<file path="src/rtl/pmu_pkg.sv">
package pmu_pkg;

    typedef enum logic [1:0] {
        PM_RUN     = 2'd0,
        PM_IDLE    = 2'd1,
        PM_DOWN    = 2'd2,
        PM_RESTART = 2'd3
    } pm_state_e;

    // Field order follows the bit positions the CPU decodes
    typedef struct packed {
        logic       baud_dbl;   // bit 7
        logic       fe_sel;     // bit 6
        logic       exit_ext;   // bit 5
        logic       pof;        // bit 4
        logic [1:0] gflag;      // bits 3:2
        logic       pd_req;     // bit 1
        logic       idl_req;    // bit 0
    } pctl_reg_t;

    localparam int PCTL_W  = 8;
    localparam int BIT_PD  = 1;
    localparam int BIT_IDL = 0;

    function automatic pctl_reg_t pctl_reset(input logic keep_pof);
        pctl_reg_t r;
        r     = '0;
        r.pof = keep_pof;
        return r;
    endfunction

endpackage

</file>
<file path="src/rtl/pmu_startup_cnt.sv">
module pmu_startup_cnt #(
    parameter int STARTUP_CYC = 16
) (
    input  logic clk,
    input  logic rst,
    input  logic run,
    output logic done
);
    localparam int CNT_W = (STARTUP_CYC < 2) ? 1 : $clog2(STARTUP_CYC);
    localparam logic [CNT_W-1:0] LAST = CNT_W'(STARTUP_CYC - 1);

    logic [CNT_W-1:0] cnt;

    always_ff @(posedge clk) begin
        if (rst || !run) begin
            cnt <= '0;
        end else if (cnt != LAST) begin
            cnt <= cnt + 1'b1;
        end
    end

    assign done = run && (cnt == LAST);

    // the count never runs past its terminal value
    assert_cnt_bound_R8: assert property (@(posedge clk) disable iff (rst)
        run |-> (cnt <= LAST));

    // the count restarts from zero whenever the timed restart begins
    assert_cnt_restart_R8: assert property (@(posedge clk) disable iff (rst)
        (!run) |=> (cnt == '0));

endmodule

</file>
<file path="src/rtl/pmu_regfile.sv">
module pmu_regfile
    import pmu_pkg::*;
(
    input  logic              clk,
    input  logic              cold_rst,
    input  logic              warm_rst,
    input  logic              wr_ok,
    input  logic [PCTL_W-1:0] wdata,
    input  logic              clr_pd,
    input  logic              clr_idl,
    output pctl_reg_t         ctl
);
    always_ff @(posedge clk) begin
        if (cold_rst) begin
            ctl <= pctl_reset(1'b1);
        end else if (warm_rst) begin
            ctl <= pctl_reset(ctl.pof);
        end else if (wr_ok) begin
            ctl <= pctl_reg_t'(wdata);
        end else if (clr_pd) begin
            ctl.pd_req  <= 1'b0;
            ctl.idl_req <= 1'b0;
        end else if (clr_idl) begin
            ctl.idl_req <= 1'b0;
        end
    end

    // a warm reset leaves the power-off flag alone
    assert_pof_warm_R2: assert property (@(posedge clk) disable iff (cold_rst)
        warm_rst |=> (ctl.pof == $past(ctl.pof)));

    // leaving power-down clears both request bits
    assert_pd_clear_R8: assert property (@(posedge clk) disable iff (cold_rst || warm_rst)
        clr_pd |=> (!ctl.pd_req && !ctl.idl_req));

    // no write and no clear means the register holds
    assert_hold_R10: assert property (@(posedge clk) disable iff (cold_rst || warm_rst)
        (!wr_ok && !clr_pd && !clr_idl) |=> $stable(ctl));

endmodule

</file>
<file path="src/rtl/pmu_seq.sv">
module pmu_seq
    import pmu_pkg::*;
(
    input  logic              clk,
    input  logic              rst,
    input  logic              sfr_we,
    input  logic [PCTL_W-1:0] sfr_wdata,
    input  logic              irq_wake,
    input  logic              wake_hold,
    input  logic              exit_ext,
    input  logic              timer_done,
    output logic              wr_ok,
    output logic              timer_run,
    output logic              clr_pd,
    output logic              clr_idl,
    output logic              osc_en,
    output logic              cpu_clk_en,
    output logic              core_rst
);
    pm_state_e state, state_nx;
    logic      restart_done;

    assign wr_ok        = sfr_we && (state == PM_RUN);
    assign timer_run    = (state == PM_RESTART) && !exit_ext;
    assign restart_done = exit_ext ? !wake_hold : timer_done;
    assign clr_pd       = (state == PM_RESTART) && restart_done;
    assign clr_idl      = (state == PM_IDLE) && irq_wake;

    always_comb begin
        state_nx = state;
        unique case (state)
            PM_RUN: begin
                if (wr_ok && sfr_wdata[BIT_PD])       state_nx = PM_DOWN;
                else if (wr_ok && sfr_wdata[BIT_IDL]) state_nx = PM_IDLE;
            end
            PM_IDLE:    if (irq_wake)              state_nx = PM_RUN;
            PM_DOWN:    if (irq_wake || wake_hold) state_nx = PM_RESTART;
            PM_RESTART: if (restart_done)          state_nx = PM_RUN;
            default:                               state_nx = PM_RUN;
        endcase
    end

    always_ff @(posedge clk) begin
        if (rst) state <= PM_RUN;
        else     state <= state_nx;
    end

    assign osc_en     = (state != PM_DOWN);
    assign cpu_clk_en = (state == PM_RUN);
    assign core_rst   = (state == PM_RESTART);

    // a power-down request stops the oscillator next cycle
    assert_pd_entry_R6: assert property (@(posedge clk) disable iff (rst)
        (wr_ok && sfr_wdata[BIT_PD]) |=> !osc_en);

    // an idle-only request gates the CPU but keeps the oscillator
    assert_idle_entry_R4: assert property (@(posedge clk) disable iff (rst)
        (wr_ok && !sfr_wdata[BIT_PD] && sfr_wdata[BIT_IDL]) |=> (!cpu_clk_en && osc_en));

    // an interrupt in idle resumes the CPU clock
    assert_idle_exit_R5: assert property (@(posedge clk) disable iff (rst)
        (state == PM_IDLE && irq_wake) |=> cpu_clk_en);

    // a wake in power-down starts the restart with the core in reset
    assert_wake_R7: assert property (@(posedge clk) disable iff (rst)
        (state == PM_DOWN && (irq_wake || wake_hold)) |=> (core_rst && osc_en && !cpu_clk_en));

    // external mode keeps the restart going while the hold line is high
    assert_ext_hold_R9: assert property (@(posedge clk) disable iff (rst)
        (core_rst && exit_ext && wake_hold) |=> core_rst);

endmodule

</file>
<file path="src/rtl/pmu_ctrl.sv">
module pmu_ctrl
    import pmu_pkg::*;
#(
    parameter int STARTUP_CYC = 16
) (
    input  logic       clk,
    input  logic       cold_rst,
    input  logic       warm_rst,
    input  logic       sfr_we,
    input  logic [7:0] sfr_wdata,
    output logic [7:0] sfr_rdata,
    input  logic       irq_wake,
    input  logic       wake_hold,
    output logic       osc_en,
    output logic       cpu_clk_en,
    output logic       core_rst,
    output logic       baud_dbl,
    output logic       fe_view_sel,
    output logic       pd_exit_ext
);
    pctl_reg_t ctl;
    logic      any_rst;
    logic      wr_ok, timer_run, timer_done, clr_pd, clr_idl;

    assign any_rst = cold_rst || warm_rst;

    pmu_regfile u_regfile (
        .clk      (clk),
        .cold_rst (cold_rst),
        .warm_rst (warm_rst),
        .wr_ok    (wr_ok),
        .wdata    (sfr_wdata),
        .clr_pd   (clr_pd),
        .clr_idl  (clr_idl),
        .ctl      (ctl)
    );

    pmu_seq u_seq (
        .clk        (clk),
        .rst        (any_rst),
        .sfr_we     (sfr_we),
        .sfr_wdata  (sfr_wdata),
        .irq_wake   (irq_wake),
        .wake_hold  (wake_hold),
        .exit_ext   (ctl.exit_ext),
        .timer_done (timer_done),
        .wr_ok      (wr_ok),
        .timer_run  (timer_run),
        .clr_pd     (clr_pd),
        .clr_idl    (clr_idl),
        .osc_en     (osc_en),
        .cpu_clk_en (cpu_clk_en),
        .core_rst   (core_rst)
    );

    pmu_startup_cnt #(.STARTUP_CYC(STARTUP_CYC)) u_startup (
        .clk  (clk),
        .rst  (any_rst),
        .run  (timer_run),
        .done (timer_done)
    );

    assign sfr_rdata   = ctl;
    assign baud_dbl    = ctl.baud_dbl;
    assign fe_view_sel = ctl.fe_sel;
    assign pd_exit_ext = ctl.exit_ext;

    // after a cold reset the block runs with the power-off flag set
    assert_cold_R1: assert property (@(posedge clk)
        cold_rst |=> (sfr_rdata == 8'h10 && cpu_clk_en && !core_rst));

endmodule

</file>
<file path="config.mk">
export PLATFORM = sky130hd
export DESIGN_NAME = pmu_ctrl
export DESIGN_NICKNAME = d
export VERILOG_FILES = /design/src/rtl/pmu_pkg.sv /design/src/rtl/pmu_startup_cnt.sv /design/src/rtl/pmu_regfile.sv /design/src/rtl/pmu_seq.sv /design/src/rtl/pmu_ctrl.sv
export SDC_FILE = /design/constraint.sdc
export NUM_CORES = 1
export LEC_CHECK = 0
export BUFFER_PORTS_ARGS = -buffer_cell sky130_fd_sc_hd__buf_2
export CELL_PAD_IN_SITES_DETAIL_PLACEMENT = 2
export CELL_PAD_IN_SITES_GLOBAL_PLACEMENT = 2
export CORE_AREA = 3 3 57 59
export CTS_CLUSTER_SIZE = 30
export DETAILED_ROUTE_END_ITERATION = 6
export DIE_AREA = 0 0 60 62
export PLACE_DENSITY = 0.8
export SYNTH_ARGS = -nofsm -noshare
export SYNTH_HDL_FRONTEND = slang
export SYNTH_SLANG_ARGS = --single-unit
</file>
<file path="constraint.sdc">
create_clock -name clk -period 1.9 [get_ports clk]
set_clock_uncertainty 0.15 [all_clocks]
set_input_delay 0.285 -clock clk [delete_from_list [all_inputs] [get_ports clk]]
set_output_delay 0.285 -clock clk [all_outputs]
set_load 0.02 [all_outputs]
</file>
Yosys cells after proc, flatten, opt, wreduce, memory -nomap -nowiden
Cells that the tools add are included.
{"block": "totals", "elab_cells": 51, "input_bits": 14, "output_inout_bits": 14, "ff_bits": 14}
{"block": "classes", "bitwise_logic": 1, "n_reduce_logical": 19, "n_mux": 11, "add_sub_neg": 1, "eq_ne": 10}
{"cell": "two-way mux 2 bit", "n": 6}
{"cell": "one-hot mux 2 bit (4 select lines)", "n": 1}
{"cell": "logical AND 1 bit", "n": 7}
{"cell": "adder 4 x 1 -> 4 bit, second input constant", "n": 1}
{"cell": "== test 2 bit, second input constant", "n": 2}
{"cell": "== test 4 bit, second input constant", "n": 1}
{"cell": "two-way mux 1 bit", "n": 4}
{"cell": "!= test 2 x 1 -> 1 bit, second input constant", "n": 2}
{"cell": "!= test 2 bit, second input constant", "n": 2}
{"cell": "!= test 4 bit, second input constant", "n": 1}
{"cell": "AND reduction 4 bit", "n": 1}
{"cell": "logical NOT 1 bit", "n": 3}
{"cell": "logical OR 1 bit", "n": 3}
{"cell": "!= test 3 x 1 -> 1 bit, second input constant", "n": 1}
{"cell": "nonzero test 3 bit", "n": 1}
{"cell": "== test 2 x 1 -> 1 bit, second input constant", "n": 1}
{"cell": "logical NOT 2 bit", "n": 1}
{"cell": "AND reduction 2 bit", "n": 1}
{"cell": "nonzero test 2 bit", "n": 1}
{"cell": "OR reduction 2 bit", "n": 1}
{"cell": "inverter 1 bit", "n": 1}

Logic depth before layout (Yosys ltp)
{"block": "depth", "ltp_word": 7, "mapped_depth": 5}

Cells and area by module
Synthesis repeated with hierarchy kept, for this count alone.
{"block": "hier_totals", "hier_cells": 79, "area_unflattened_um2": 732.0}
{"module": "pmu_regfile", "seq_area_each_um2": 160.2, "cells_per_inst": 30, "instances": 1, "area_per_inst_um2": 311.5}
{"module": "pmu_startup_cnt", "seq_area_each_um2": 80.1, "cells_per_inst": 20, "instances": 1, "area_per_inst_um2": 205.2}
{"module": "pmu_seq", "seq_area_each_um2": 40.0, "cells_per_inst": 25, "instances": 1, "area_per_inst_um2": 186.4}
{"module": "pmu_ctrl", "seq_area_each_um2": 0.0, "cells_per_inst": 4, "instances": 1, "area_per_inst_um2": 28.8}

Worst setup path before layout
OpenSTA, ideal clock, no wires.
{"block": "synth_timing", "kind": "reg-to-reg", "startpoint": "register u_startup.cnt[0]", "endpoint": "register, netlist name u_regfile.ctl[0]", "required_time_ps": 1614, "path_slack_ps": 417, "t_arrival_ps": 1197, "setup_ps": 136, "path_stages_with_launch": 5, "path_buffers": 0, "path_cell_list": "dfxtp_1 -> ha_1 -> nand3_1 -> o31ai_1 -> o21ai_0"}
{"block": "synth_via", "elab_chain_cells": 6}
{"element": "from (decl)", "line": "pmu_startup_cnt.sv:12", "source": "logic [CNT_W-1:0] cnt;"}
{"element": "from (signal assigned)", "line": "pmu_startup_cnt.sv:18", "source": "cnt <= cnt + 1'b1;"}
{"element": "== test 4 bit (*)", "line": "pmu_startup_cnt.sv:22", "source": "assign done = run && (cnt == LAST);"}
{"element": "logical AND 1 bit (*)", "line": "pmu_startup_cnt.sv:22"}
{"element": "two-way mux 1 bit (*)", "line": "pmu_seq.sv:25", "source": "assign restart_done = exit_ext ? !wake_hold : timer_done;"}
{"element": "logical AND 1 bit (*)", "line": "pmu_seq.sv:26", "source": "assign clr_pd = (state == PM_RESTART) && restart_done;"}
{"element": "two-way mux 1 bit", "line": "pmu_regfile.sv:20", "source": "end else if (clr_pd) begin"}
{"element": "two-way mux 2 bit", "line": "pmu_regfile.sv:18", "source": "end else if (wr_ok) begin"}
Every way passes the cells marked *; elsewhere a longest branch is shown, timed or not.
A chain may end at the register's enable or synchronous reset.

Final worst setup path
{"block": "layout_timing", "startpoint": "register u_startup.cnt[0]", "endpoint": "register, netlist name u_regfile.ctl[0]"}
{"block": "layout_via", "elab_chain_cells": 6}
{"element": "== test 4 bit (*)", "line": "pmu_startup_cnt.sv:22"}
{"element": "logical AND 1 bit (*)", "line": "pmu_startup_cnt.sv:22"}
{"element": "two-way mux 1 bit (*)", "line": "pmu_seq.sv:25"}
{"element": "logical AND 1 bit (*)", "line": "pmu_seq.sv:26"}
{"element": "two-way mux 1 bit", "line": "pmu_regfile.sv:20"}
{"element": "two-way mux 2 bit", "line": "pmu_regfile.sv:18"}
Marked as above.

==> impl_metrics.env <==
export IMPL_status="finished clean"
export IMPL_start_kind="flip-flop"
export IMPL_nets=119
export IMPL_cts_tree="built"
export IMPL_endpoint="u_regfile.ctl[0]"
export IMPL_arrival_ps=1690
export IMPL_leakage_nw=0.389
export IMPL_final_util_pct=31.7
export IMPL_grt_pass1_vias=725
export IMPL_crit_cells=4
export IMPL_worst_path_max_delay_cell="dfxtp_1"
export IMPL_period_share_pct=88.3
export IMPL_start_util_pct=24.9
export IMPL_crit_fanout=4
export IMPL_period_minus_slack_ps=1680
export IMPL_synth_compound_area_share_pct=7.83
export IMPL_setup_violations_final=0
export IMPL_crit_chain="ha_1 > nand3_1 > o31ai_2 > o21ai_0"
export IMPL_fin_area_um2=875
export IMPL_r2r_end="u_regfile.ctl[0]"
export IMPL_insertion_delay_ps=300
export IMPL_clkSlewWorstSetupHoldPaths_ps=100
export IMPL_ys_flop_type="dfxtp_1"
export IMPL_core_um2=2760
export IMPL_antenna_found_initial=0
export IMPL_synth_top_family_by_area="simple AND/OR/NAND/NOR gates"
export IMPL_maxCapViolCount=0
export IMPL_synth_xor_area_share_pct=1.28
export IMPL_cp_end_kind="flip-flop"
export IMPL_yosys_area_share_simple_pct=32.2
export IMPL_htree_levels=1
export IMPL_num_rows=19
export IMPL_ant_nets=0
export IMPL_syn_area_um2=687
export IMPL_synth_edf_count=0
export IMPL_r2r_setup_slack_ps=220
export IMPL_totalWireLength_um=2000
export IMPL_syn_nets=92
export IMPL_powerDensity_nw_per_um2=726
export IMPL_synthCells=77
export IMPL_cp_top_family="compound AO/OA/AOI/OAI gates"
export IMPL_synth_cell_types=27
export IMPL_r2r_cells=4
export IMPL_dieHeight_um=62
export IMPL_r2r_start="u_startup.cnt[0]"
export IMPL_cts_made_buffers=3
export IMPL_cts_num_sinks=14
export IMPL_synth_warnings=0
export IMPL_fin_ws_ps=223
export IMPL_root_buffer="clkbuf_4"
export IMPL_ys_seq_area_share_pct=40.8
export IMPL_synthAdderAreaFrac_pct=1.82
export IMPL_insertedDiodeCount=0
export IMPL_fin_tns_setup_ps=0
export IMPL_crit_required_ps=1920
export IMPL_drive_above_1_share_pct=36.9
export IMPL_rsz0062_at_grt="false"
export IMPL_crit_buf_inv=0
export IMPL_die_area_um2=3720
export IMPL_vias=641
export IMPL_hp_class="input pin to flip-flop"
export IMPL_max_freq_mhz=596
export IMPL_viasPerCell=4.78
export IMPL_finalWeightedCongestion=0.827
export IMPL_grt_pass1_wl_um=3280
export IMPL_crit_type="flip-flop to flip-flop"
export IMPL_wl_per_cell_um=14.9
export IMPL_postPlaceCellArea_um2=833
export IMPL_muxShareOfSynthArea_pct=8.74
export IMPL_crit_path_start="u_startup.cnt[0]"
export IMPL_cts_path_max_buffers=2
export IMPL_hold_start="cold_rst"
export IMPL_overflow=0
export IMPL_drtIter0Drc=3
export IMPL_port_buffers=27
export IMPL_avgSynthCellArea_um2=8.92
export IMPL_place_ws_ps=162
export IMPL_slowest_delay_ps=410
export IMPL_worstMarginPinSlew_ps=358
export IMPL_drc=0
export IMPL_slew_headroom_pct=76.0
export IMPL_syn_to_final_growth_pct=27.3
export IMPL_grt_max_degree=11
export IMPL_die_x_um=60
export IMPL_peakVddDrop_mv=0.385
export IMPL_slew_violations=0
export IMPL_synth_async_reset_ratio_pct=0
export IMPL_final_hold_viol_count=0
export IMPL_first_pass_iters=3
export IMPL_track_usage_pct=12.2
export IMPL_synth_seq_cells=14
export IMPL_ioPinCount=28
-- cell type report --
cell class	instances	area [um2]
fill	312	1880
multi-input combinational	54	362
sequential	14	280
timing repair buffer	29	150
tap	31	38.8
clock buffer	4	36.3
inverter	2	7.51
-- how the worst min path moves through the flow --
stage	end	slack [ps]	depth (start not counted)
2_1_floorplan	u_regfile.ctl[4]	240	1
3_3_place_gp	u_regfile.ctl[1]	300	2
3_5_place_dp	u_regfile.ctl[1]	320	2
4_1_cts	u_regfile.ctl[4]	50	2
5_1_grt	u_regfile.ctl[3]	80	3
6_report	u_regfile.ctl[4]	70	2
-- synth_stat cells, drive strengths merged, types with 2 or more instances --
| cell | count | area [um2] |
|---|---|---|
| a21oi | 3 | 15.0 |
| buf | 7 | 42.5 |
| dfxtp | 14 | 280 |
| inv | 2 | 7.51 |
| mux2i | 6 | 60.1 |
| nand2 | 4 | 15.0 |
| nand2b | 2 | 12.5 |
| nand3 | 3 | 15.0 |
| nand3b | 2 | 15.0 |
| nand4b | 2 | 17.5 |
| nor2 | 11 | 41.3 |
| nor3 | 2 | 20.0 |
| nor3b | 3 | 22.5 |
| nor4 | 2 | 12.5 |
| o21ai | 2 | 10.0 |
| o31ai | 2 | 15.0 |
-- flip-flops by register name (all words and copies together) (netlist names) --
name           cells
u_regfile.ctl      8
u_seq.state        2
u_startup.cnt      4
-- repair_timing --
item	CTS	global route
hold buffers	0	0
hold endpoints to repair	0	0
setup buffers	0	0
endpoints found under the setup margin	0	4
resized for setup	0	1
-- report_power, final --
part | leakage [nW] | internal [mW] | switching, mW
clock network | 0.0210 | 0.117 | 0.114
logic | 0.255 | 0.0413 | 0.0513
registers | 0.114 | 0.302 | 0.00917
-- routing by layer --
layer / track usage, % / vias up / wire, um
met5: 0 / - / 0
met4: 6.65 / 0 / 31
met3: 1.86 / 2 / 98
met2: 22.1 / 21 / 1010
met1: 13.7 / 300 / 859
li1: - / 318 / -
-- logic make-up (layout without fill, tap and decap cells) --
family                     after synthesis  in the layout
and+or+nand+nor                         37             37
DFF                                     14             14
AOI/OAI and AO/OA                        9              9
buffers and inverters                    9             35
muxes                                    6              6
adders and majority gates                1              1
xor gates and xnor gates                 1              1
-- through the flow --
step                      total power [mW]  hold slack [ps]  cells
after floorplan                      0.375              242     77
after global placement               0.408              298    130
after detailed placement             0.413              318    130
after CTS                            0.644             52.7    134
after global routing                 0.662             80.2    134
final                                0.635             67.6    134
-- cell usage in the layout, fill, tap and decap left out, types with 2 or more instances in the layout --
master,instances
a21oi_1,3
buf_2,27
buf_4,2
clkbuf_4,3
dfxtp_1,14
inv_1,2
mux2i_1,6
nand2_1,4
nand2b_1,2
nand3_1,3
nand3b_1,2
nand4b_1,2
nor2_1,11
nor3_2,2
nor3b_1,3
nor4_1,2
o21ai_0,2
Power figures use the tool's default switching activity.
